[config.mk]
export PLATFORM = sky130hd
export DESIGN_NAME = uart_framer
export DESIGN_NICKNAME = d
export VERILOG_FILES = /design/src/rtl/uart_fr_pkg.sv /design/src/rtl/uart_fr_tx.sv /design/src/rtl/uart_fr_rx.sv /design/src/rtl/uart_framer.sv
export SDC_FILE = /design/constraint.sdc
export NUM_CORES = 1
export LEC_CHECK = 0
export BUFFER_PORTS_ARGS = -buffer_cell sky130_fd_sc_hd__buf_2
export CAP_MARGIN = 20
export CORE_MARGIN = 1
export CORE_UTILIZATION = 30
export CTS_CLUSTER_DIAMETER = 50
export DETAILED_ROUTE_END_ITERATION = 16
export GPL_TIMING_DRIVEN = 0
export HOLD_SLACK_MARGIN = 0.03
export MAX_ROUTING_LAYER = met4
export PLACE_DENSITY = 0.52
export SKIP_CTS_REPAIR_TIMING = 1
export SLEW_MARGIN = 5
export SYNTH_ARGS = -nofsm -noshare
export SYNTH_HDL_FRONTEND = slang
export SYNTH_SLANG_ARGS = --single-unit
[constraint.sdc]
create_clock -name clk -period 3.11 [get_ports clk]
set_input_delay 0.4665 -clock clk [delete_from_list [all_inputs] [get_ports clk]]
set_output_delay 0.4665 -clock clk [all_outputs]
set_load 0.02 [all_outputs]
[src/rtl/uart_fr_pkg.sv]
package uart_fr_pkg;

    localparam int OVS      = 8;            // sample ticks per bit
    localparam int DW       = 8;            // widest character
    localparam int MID_TICK = OVS / 2;      // centre sample position

    typedef enum logic [1:0] {
        PAR_ODD   = 2'd0,
        PAR_EVEN  = 2'd1,
        PAR_SPACE = 2'd2,
        PAR_MARK  = 2'd3
    } par_mode_e;

    typedef enum logic [2:0] {
        PH_IDLE,
        PH_START,
        PH_DATA,
        PH_PAR,
        PH_STOP
    } phase_e;

    typedef struct packed {
        logic      enable;
        logic      eight;
        logic      two_stop;
        logic      par_en;
        par_mode_e par_mode;
    } frame_cfg_t;

    typedef struct packed {
        logic [DW-1:0] data;
        logic          par_err;
        logic          frm_err;
        logic          brk;
    } rx_char_t;

    // Parity bit demanded by the mode for a character (7-bit mode masks bit 7).
    function automatic logic parity_bit(input logic [DW-1:0] d, input logic eight,
                                        input par_mode_e m);
        logic x;
        x = ^(eight ? d : {1'b0, d[DW-2:0]});
        case (m)
            PAR_ODD:   return ~x;
            PAR_EVEN:  return x;
            PAR_SPACE: return 1'b0;
            default:   return 1'b1;
        endcase
    endfunction

endpackage

[src/rtl/uart_fr_tx.sv]
module uart_fr_tx
    import uart_fr_pkg::*;
#(
    parameter int OVS_P = OVS
) (
    input  logic          clk,
    input  logic          rst,
    input  frame_cfg_t    cfg,
    input  logic [DW-1:0] data,
    input  logic          valid,
    output logic          ready,
    output logic          line
);
    localparam int TW = $clog2(OVS_P);
    localparam int BW = $clog2(DW + 1);

    phase_e          ph;
    logic [TW-1:0]   tick;
    logic [BW-1:0]   bitn;
    logic [DW-1:0]   sh;
    logic            par_q;
    logic            last_tick;
    logic [BW-1:0]   nbits;

    assign last_tick = (tick == TW'(OVS_P - 1));
    assign nbits     = cfg.eight ? BW'(DW) : BW'(DW - 1);
    assign ready     = cfg.enable && (ph == PH_IDLE);

    always_ff @(posedge clk) begin
        if (rst || !cfg.enable) begin
            ph    <= PH_IDLE;
            tick  <= '0;
            bitn  <= '0;
            sh    <= '0;
            par_q <= 1'b0;
        end else if (ph == PH_IDLE) begin
            if (valid) begin
                ph    <= PH_START;
                tick  <= '0;
                sh    <= data;
                par_q <= parity_bit(data, cfg.eight, cfg.par_mode);
            end
        end else begin
            tick <= tick + 1'b1;
            if (last_tick) begin
                tick <= '0;
                case (ph)
                    PH_START: begin
                        ph   <= PH_DATA;
                        bitn <= '0;
                    end
                    PH_DATA: begin
                        sh   <= sh >> 1;
                        bitn <= bitn + 1'b1;
                        if (bitn == nbits - 1'b1) begin
                            ph   <= cfg.par_en ? PH_PAR : PH_STOP;
                            bitn <= '0;
                        end
                    end
                    PH_PAR: begin
                        ph   <= PH_STOP;
                        bitn <= '0;
                    end
                    default: begin
                        if (cfg.two_stop && bitn == '0) bitn <= 1'b1;
                        else                           ph   <= PH_IDLE;
                    end
                endcase
            end
        end
    end

    always_comb begin
        case (ph)
            PH_START: line = 1'b0;
            PH_DATA:  line = sh[0];
            PH_PAR:   line = par_q;
            default:  line = 1'b1;
        endcase
    end

    assert_accept_drops_ready_R1: assert property (@(posedge clk) disable iff (rst)
        (valid && ready) |=> !ready);

    assert_start_low_R1: assert property (@(posedge clk) disable iff (rst)
        (valid && ready) |=> !line);

endmodule

[src/rtl/uart_fr_rx.sv]
module uart_fr_rx
    import uart_fr_pkg::*;
#(
    parameter int OVS_P = OVS
) (
    input  logic       clk,
    input  logic       rst,
    input  frame_cfg_t cfg,
    input  logic       line,
    output rx_char_t   chr,
    output logic       valid
);
    localparam int TW = $clog2(OVS_P);
    localparam int BW = $clog2(DW + 1);

    phase_e          ph;
    logic [TW-1:0]   tick;
    logic [BW-1:0]   bitn;
    logic [DW-1:0]   sh;
    logic            prev;
    logic            all_low;
    logic            par_rx;
    logic            mid, last_tick;
    logic [BW-1:0]   nbits;
    logic [DW-1:0]   data_asm;

    assign mid       = (tick == TW'(MID_TICK));
    assign last_tick = (tick == TW'(OVS_P - 1));
    assign nbits     = cfg.eight ? BW'(DW) : BW'(DW - 1);
    assign data_asm  = cfg.eight ? sh : {1'b0, sh[DW-1:1]};

    always_ff @(posedge clk) begin
        if (rst || !cfg.enable) begin
            ph      <= PH_IDLE;
            tick    <= '0;
            bitn    <= '0;
            sh      <= '0;
            prev    <= 1'b1;
            all_low <= 1'b0;
            par_rx  <= 1'b0;
            valid   <= 1'b0;
            chr     <= '0;
        end else begin
            valid <= 1'b0;
            prev  <= line;
            if (ph == PH_IDLE) begin
                if (prev && !line) begin
                    ph   <= PH_START;
                    tick <= TW'(1);
                end
            end else begin
                tick <= tick + 1'b1;
                case (ph)
                    PH_START: begin
                        if (mid && line) ph <= PH_IDLE;
                        else if (last_tick) begin
                            ph      <= PH_DATA;
                            bitn    <= '0;
                            all_low <= 1'b1;
                        end
                    end
                    PH_DATA: begin
                        if (mid) begin
                            sh      <= {line, sh[DW-1:1]};
                            all_low <= all_low & ~line;
                        end
                        if (last_tick) begin
                            bitn <= bitn + 1'b1;
                            if (bitn == nbits - 1'b1)
                                ph <= cfg.par_en ? PH_PAR : PH_STOP;
                        end
                    end
                    PH_PAR: begin
                        if (mid) begin
                            par_rx  <= line;
                            all_low <= all_low & ~line;
                        end
                        if (last_tick) ph <= PH_STOP;
                    end
                    default: begin
                        if (mid) begin
                            ph          <= PH_IDLE;
                            valid       <= 1'b1;
                            chr.data    <= data_asm;
                            chr.par_err <= cfg.par_en &&
                                (par_rx != parity_bit(data_asm, cfg.eight, cfg.par_mode));
                            chr.frm_err <= !line;
                            chr.brk     <= all_low && !line;
                        end
                    end
                endcase
            end
        end
    end

    assert_single_strobe_R5: assert property (@(posedge clk) disable iff (rst)
        valid |=> !valid);

    assert_break_frames_R9: assert property (@(posedge clk) disable iff (rst)
        (valid && chr.brk) |-> chr.frm_err);

    assert_break_zero_R9: assert property (@(posedge clk) disable iff (rst)
        (valid && chr.brk) |-> (chr.data == '0));

    assert_disabled_quiet_R12: assert property (@(posedge clk) disable iff (rst)
        !cfg.enable |=> !valid);

endmodule

[src/rtl/uart_framer.sv]
module uart_framer
    import uart_fr_pkg::*;
#(
    parameter int OVS_P = OVS
) (
    input  logic        clk,
    input  logic        rst,
    input  logic        cfg_enable,
    input  logic        cfg_eight_bits,
    input  logic        cfg_two_stop,
    input  logic        cfg_par_en,
    input  logic [1:0]  cfg_par_mode,
    input  logic        cfg_loop,
    input  logic        cfg_brk_req,
    input  logic [7:0]  tx_data,
    input  logic        tx_valid,
    output logic        tx_ready,
    output logic        txd,
    input  logic        rxd,
    output logic [7:0]  rx_data,
    output logic        rx_valid,
    output logic        rx_par_err,
    output logic        rx_frm_err,
    output logic        rx_brk
);
    frame_cfg_t cfg;
    rx_char_t   chr;
    logic       tx_line, tx_stream;
    logic [1:0] rxd_sync;
    logic       rx_line;

    assign cfg = '{enable:   cfg_enable,
                   eight:    cfg_eight_bits,
                   two_stop: cfg_two_stop,
                   par_en:   cfg_par_en,
                   par_mode: par_mode_e'(cfg_par_mode)};

    // Two-stage synchroniser for the asynchronous pin.
    always_ff @(posedge clk) begin
        if (rst) rxd_sync <= 2'b11;
        else     rxd_sync <= {rxd_sync[0], rxd};
    end

    uart_fr_tx #(.OVS_P(OVS_P)) u_tx (
        .clk   (clk),
        .rst   (rst),
        .cfg   (cfg),
        .data  (tx_data),
        .valid (tx_valid),
        .ready (tx_ready),
        .line  (tx_line)
    );

    assign tx_stream = cfg_brk_req ? 1'b0 : tx_line;
    assign txd       = cfg_loop ? 1'b1 : tx_stream;
    assign rx_line   = cfg_loop ? tx_stream : rxd_sync[1];

    uart_fr_rx #(.OVS_P(OVS_P)) u_rx (
        .clk   (clk),
        .rst   (rst),
        .cfg   (cfg),
        .line  (rx_line),
        .chr   (chr),
        .valid (rx_valid)
    );

    assign rx_data    = chr.data;
    assign rx_par_err = chr.par_err;
    assign rx_frm_err = chr.frm_err;
    assign rx_brk     = chr.brk;

    assert_loop_pin_idle_R10: assert property (@(posedge clk) disable iff (rst)
        (cfg_loop && $past(cfg_loop)) |-> txd);

    assert_seven_bit_msb_R2: assert property (@(posedge clk) disable iff (rst)
        (rx_valid && !cfg_eight_bits) |-> !rx_data[7]);

endmodule

# Word-level counts from Yosys, hierarchy flattened
# Cells that the tools add are included.
# word_totals
reg_bits	54
latch_bits	0
mem_bits_rw	0
mem_bits_ro	0
input_bits	20
out_inout_bits	14
elab_cells	141
mem_count	0
# op_classes
add_sub_neg	5
multipliers	0
div	0
magnitude_cmp	0
eq_ne	26
shifts	0
n_mux	50
bitwise_logic	7
reduce_logical	35
# ops
op	n
two-way mux 8 bit	7
two-way mux 3 bit	18
two-way mux 4 bit	6
case mux 3 bit (3 select lines)	2
case mux 4 bit (2 select lines)	2
XOR reduction 8 bit	2
AND reduction 3 bit	5
== test 3 x 2 -> 1 bit, second input constant	4
!= test 3 x 1 -> 1 bit, second input constant	4
two-way mux 1 bit	11
AND reduction 5 bit	2
== test 3 bit, second input constant	3
case mux 1 bit (3 select lines)	3
adder 4 x 1 -> 4 bit, second input constant	2
== test 4 bit	2
nonzero test 2 bit	4
adder 3 x 1 -> 3 bit, second input constant	2
== test 3 x 1 -> 1 bit, second input constant	2
logical AND 1 bit	6
logical NOT 3 bit	2
!= test 2 x 1 -> 1 bit, second input constant	3
!= test 2 bit, second input constant	3
inverter 1 bit	6
AND reduction 6 bit	1
19 further kinds	21

# Logic depth before layout (Yosys ltp)
# depth
depth_word	11
ltp_mapped	8
mapped_depth_nobuf	8

# Modules after synthesis
# From an unflattened synthesis, not the netlist that was laid out.
# hier_totals
hier_cells	322
hier_area_um2	2746.4
# modules_own_cells
mod	n_inst	cells_per_inst	area_per_inst_um2	seq_area_each_um2
uart_fr_rx	1	173	1575.3	660.6
uart_fr_tx	1	141	1092.3	380.4
uart_framer	1	8	78.8	40.0

# Least setup slack after synthesis
# Ideal clock, no wire load.
# synth_timing
path_kind	reg2out
startpoint	register u_tx.ph[0]
endpoint	output tx_ready
arrival_ns	1.276
t_required_ns	2.643
slack_ns	1.368
path_stages_with_launch	5
n_path_buf	2
cell_sequence	dfxtp_1 -> buf_2 -> nor3_4 -> clkbuf_1 -> and2_1
# synth_via
elab_chain_cells	2
# synth_lines
item	line_no	source
start, declared	uart_fr_tx.sv:17	phase_e ph;
start signal, assigned	uart_fr_tx.sv:56	ph <= cfg.par_en ? PH_PAR : PH_STOP;
logical NOT 3 bit	uart_fr_tx.sv:27	assign ready = cfg.enable && (ph == PH_IDLE);
logical AND 1 bit	uart_fr_tx.sv:27	
end, declared	uart_framer.sv:17	output logic tx_ready,
# No other way between the ends.

# Final worst setup path
# Ends and elaborated chain as after synthesis.

==> metrics <==
most used cell, CP buf_2; critical path depth in cells 5; Port-buffer cells 33; Ports 34; Detailed Route Iter0 Violations 59; reg2reg setup slack 1.05 ns; Slowest-stage cell, CP clkbuf_1; Skew-Pair Late Insertion Delay 0.31 ns; hpwl dp 4.78 mm; Worst Path Required 2.64 ns; gpl congestion 0.835; final setup margin 0.737 ns; Core Region 0.00876 mm²; dpl ws 1.03 ns; maximum root-to-sink buffer count 2; dominant cells by area after synthesis dfxtp_1 (40%), nor2_1 (7.0%), mux2i_1 (6.6%), nand2_1 (4.4%), ha_1 (3.7%); most common cell after layout, fill and taps aside dfxtp_1; yosys warns 0; initial antenna violation count 0; drt pass-1 iters 5; Std-Cell Rows 34; global route hottest layer met2; clock skew 0.00828 ns; critical hold path startpoint rxd; CP cell instances buf_2 > nor3_4 > clkbuf_1 > and2_1 > buf_2; syn_nets 349; clock sink count 54; Fmax achieved 421 MHz; final setup vio count 0; hold path endpoint rxd_sync[0]; CP max stage delay 0.43 ns; FF-to-FF End u_rx.sh[7]; gr ovfl total 0; Worst Path Buf+Inv 3; Die Area 0.00945 mm²; unrepaired setup endpoints after global routing false; Max-slew headroom 40.8%; Antenna Cells 0; R2R depth 7; # nets final 389; Reg-to-Reg Start u_tx.ph[0]; commonest cells after routing, fill and taps aside dfxtp_1 (54), nor2_1 (51), buf_2 (39); final WL 6.56 mm; TritonCTS Buffers 5; Post-synth EDFFs 0; worst IR drop on VDD 0.000161 V; GRT Overall Usage 14.8%; Syn Area/Cell 8.47 µm²; WP data arrival 1.91 ns; Via Count 2,344; Worst setup EP type output port; setup_tns 0 ns; CTS tree done; Vias/cell 4.99; Antenna Nets Post-Route 0; H-tree depth 2; Async SR Flop Fraction 0%; hold depth 2; dominant synthesized flop cell dfxtp_1; Final min period 2.37 ns; Power Dens Cells 416 mW/mm²; Synth Cell Area 0.00272 mm²; Die W 97.2 µm; sequential share of the synthesized area 39.8%; outcome finished clean; Synth top area share 39.8%; Slew Viols, Final 0; clock-pin slew of the registers on the worst-case setup and hold paths 0.10 ns; Initial Utilization 31.0%; WL per Instance 13.9 µm; crit start category register; DRC 0; first-pass GRT wire length 11.0 mm; post-synthesis register bit count 54; Final Cycle Share 76.3%; final hold vios 0; Cells after Synth 321; Setup Crit Path Kind register to output port; largest area contributor in the netlist dfxtp_1; Tightest Pin Transition 0.880 ns; Max Cap Violations 0; Leakage 1.25 nW; grt met1 use 18.9%; delay-heaviest family, CP buffers and inverters; WHS 0.332 ns; share of cells above drive strength 1 15.2%; post-synth cell types 45; M3 GR Usage 2.66%; global-route met2 utilization 23.6%; worst min path class input pin to register; vias in the first global route 2,205; clk root buf clkbuf_8; largest net degree at the start of global routing 16; Area Overhead vs Synth 14.4%; die height 97.2 µm; CP max FO 10
## per-layer routing
metal	vias to the layer above	wire length [µm]
met5	-	0
met4	0	117
met3	9	173
met2	32	2940
met1	1100	3320
li1	1203	-
## flip-flops by register name (all words and copies together) (netlist names)
signal        count
u_tx.bitn         4
u_tx.par_q        1
u_rx.chr         11
u_tx.tick         3
u_rx.sh           8
rxd_sync          2
u_rx.all_low      1
u_rx.ph           3
u_rx.valid        1
u_rx.par_rx       1
u_tx.ph           3
u_tx.sh           8
u_rx.prev         1
u_rx.bitn         4
u_rx.tick         3
## synthesized netlist by cell type, types with 2 or more instances
cell type  number
ha_1            8
a21o_1          2
dfxtp_1        54
o21ai_1         2
or2_2           3
xor2_1          3
inv_1           6
a211oi_1        9
a311oi_1       10
nor2_1         51
or3_1           3
xnor3_1         2
clkbuf_1        9
buf_2           6
a21boi_0        3
a32oi_1         2
nor2b_1         9
xnor2_1        11
a21oi_1        18
nor3_1          9
nand3b_1        4
and2_1          2
o21ai_0         9
nand4b_1        2
nand2_1        32
nand2b_1        7
nand3_1         7
a22oi_1         4
mux2i_1        18
## worst max-delay path by stage
stage,startpoint,end,slack (ns)
floorplan,u_tx.ph[0],tx_ready,1.37
global placement,u_tx.ph[0],tx_ready,1.03
detailed placement,u_tx.ph[0],tx_ready,1.03
CTS,u_tx.ph[0],tx_ready,0.67
global route,u_tx.ph[0],tx_ready,0.60
finish,u_tx.ph[0],tx_ready,0.74
## through the flow
step / power (mW) / utilization [%] / area (µm²) / instances
4_1_cts: 1.32 / 35.5 / 3110 / 470
6_report: 1.29 / 35.5 / 3110 / 470
3_3_place_gp: 0.897 / 34.5 / 3020 / 462
3_5_place_dp: 0.899 / 34.5 / 3020 / 462
2_1_floorplan: 0.844 / - / 2720 / 321
5_1_grt: 1.36 / 35.5 / 3110 / 470
## worst register-to-register path, cell delays in order, from the launching register on
cell      delay, ns
dfxtp_1        0.32
buf_2          0.18
nor3b_1        0.23
o21ai_1        0.18
a21boi_0       0.73
nor2_1         0.09
a21oi_1        0.14
nor2_1         0.06
## report_power, final
part	switching (mW)	internal (mW)	total, mW
Clock	0.231	0.180	0.412
Combinational	0.102	0.0688	0.171
Sequential	0.00727	0.703	0.710
Total	0.341	0.952	1.29
## cells by family (layout without fill, tap and decap cells)
logic type / count (synthesis) / in the layout / share of synthesized area [%]
simple gates: 136 / 136 / 23.8
buf+inv: 23 / 64 / 3.59
flops: 54 / 54 / 39.8
mux: 18 / 18 / 6.63
xor+xnor: 16 / 16 / 6.17
fa+ha+maj: 8 / 8 / 3.68
compound gates: 66 / 66 / 16.3
## layout make-up
type / count / area [µm²]
fillers: 951 / 5650
multi-input cells: 244 / 1540
flip-flops and latches: 54 / 1080
repair buffers: 33 / 165
well taps: 108 / 135
clock buffers: 7 / 86.3
plain buffers: 16 / 71.3
inverters: 7 / 26.3
clock inverters: 1 / 5.00
(Power assumes the default switching activity.)
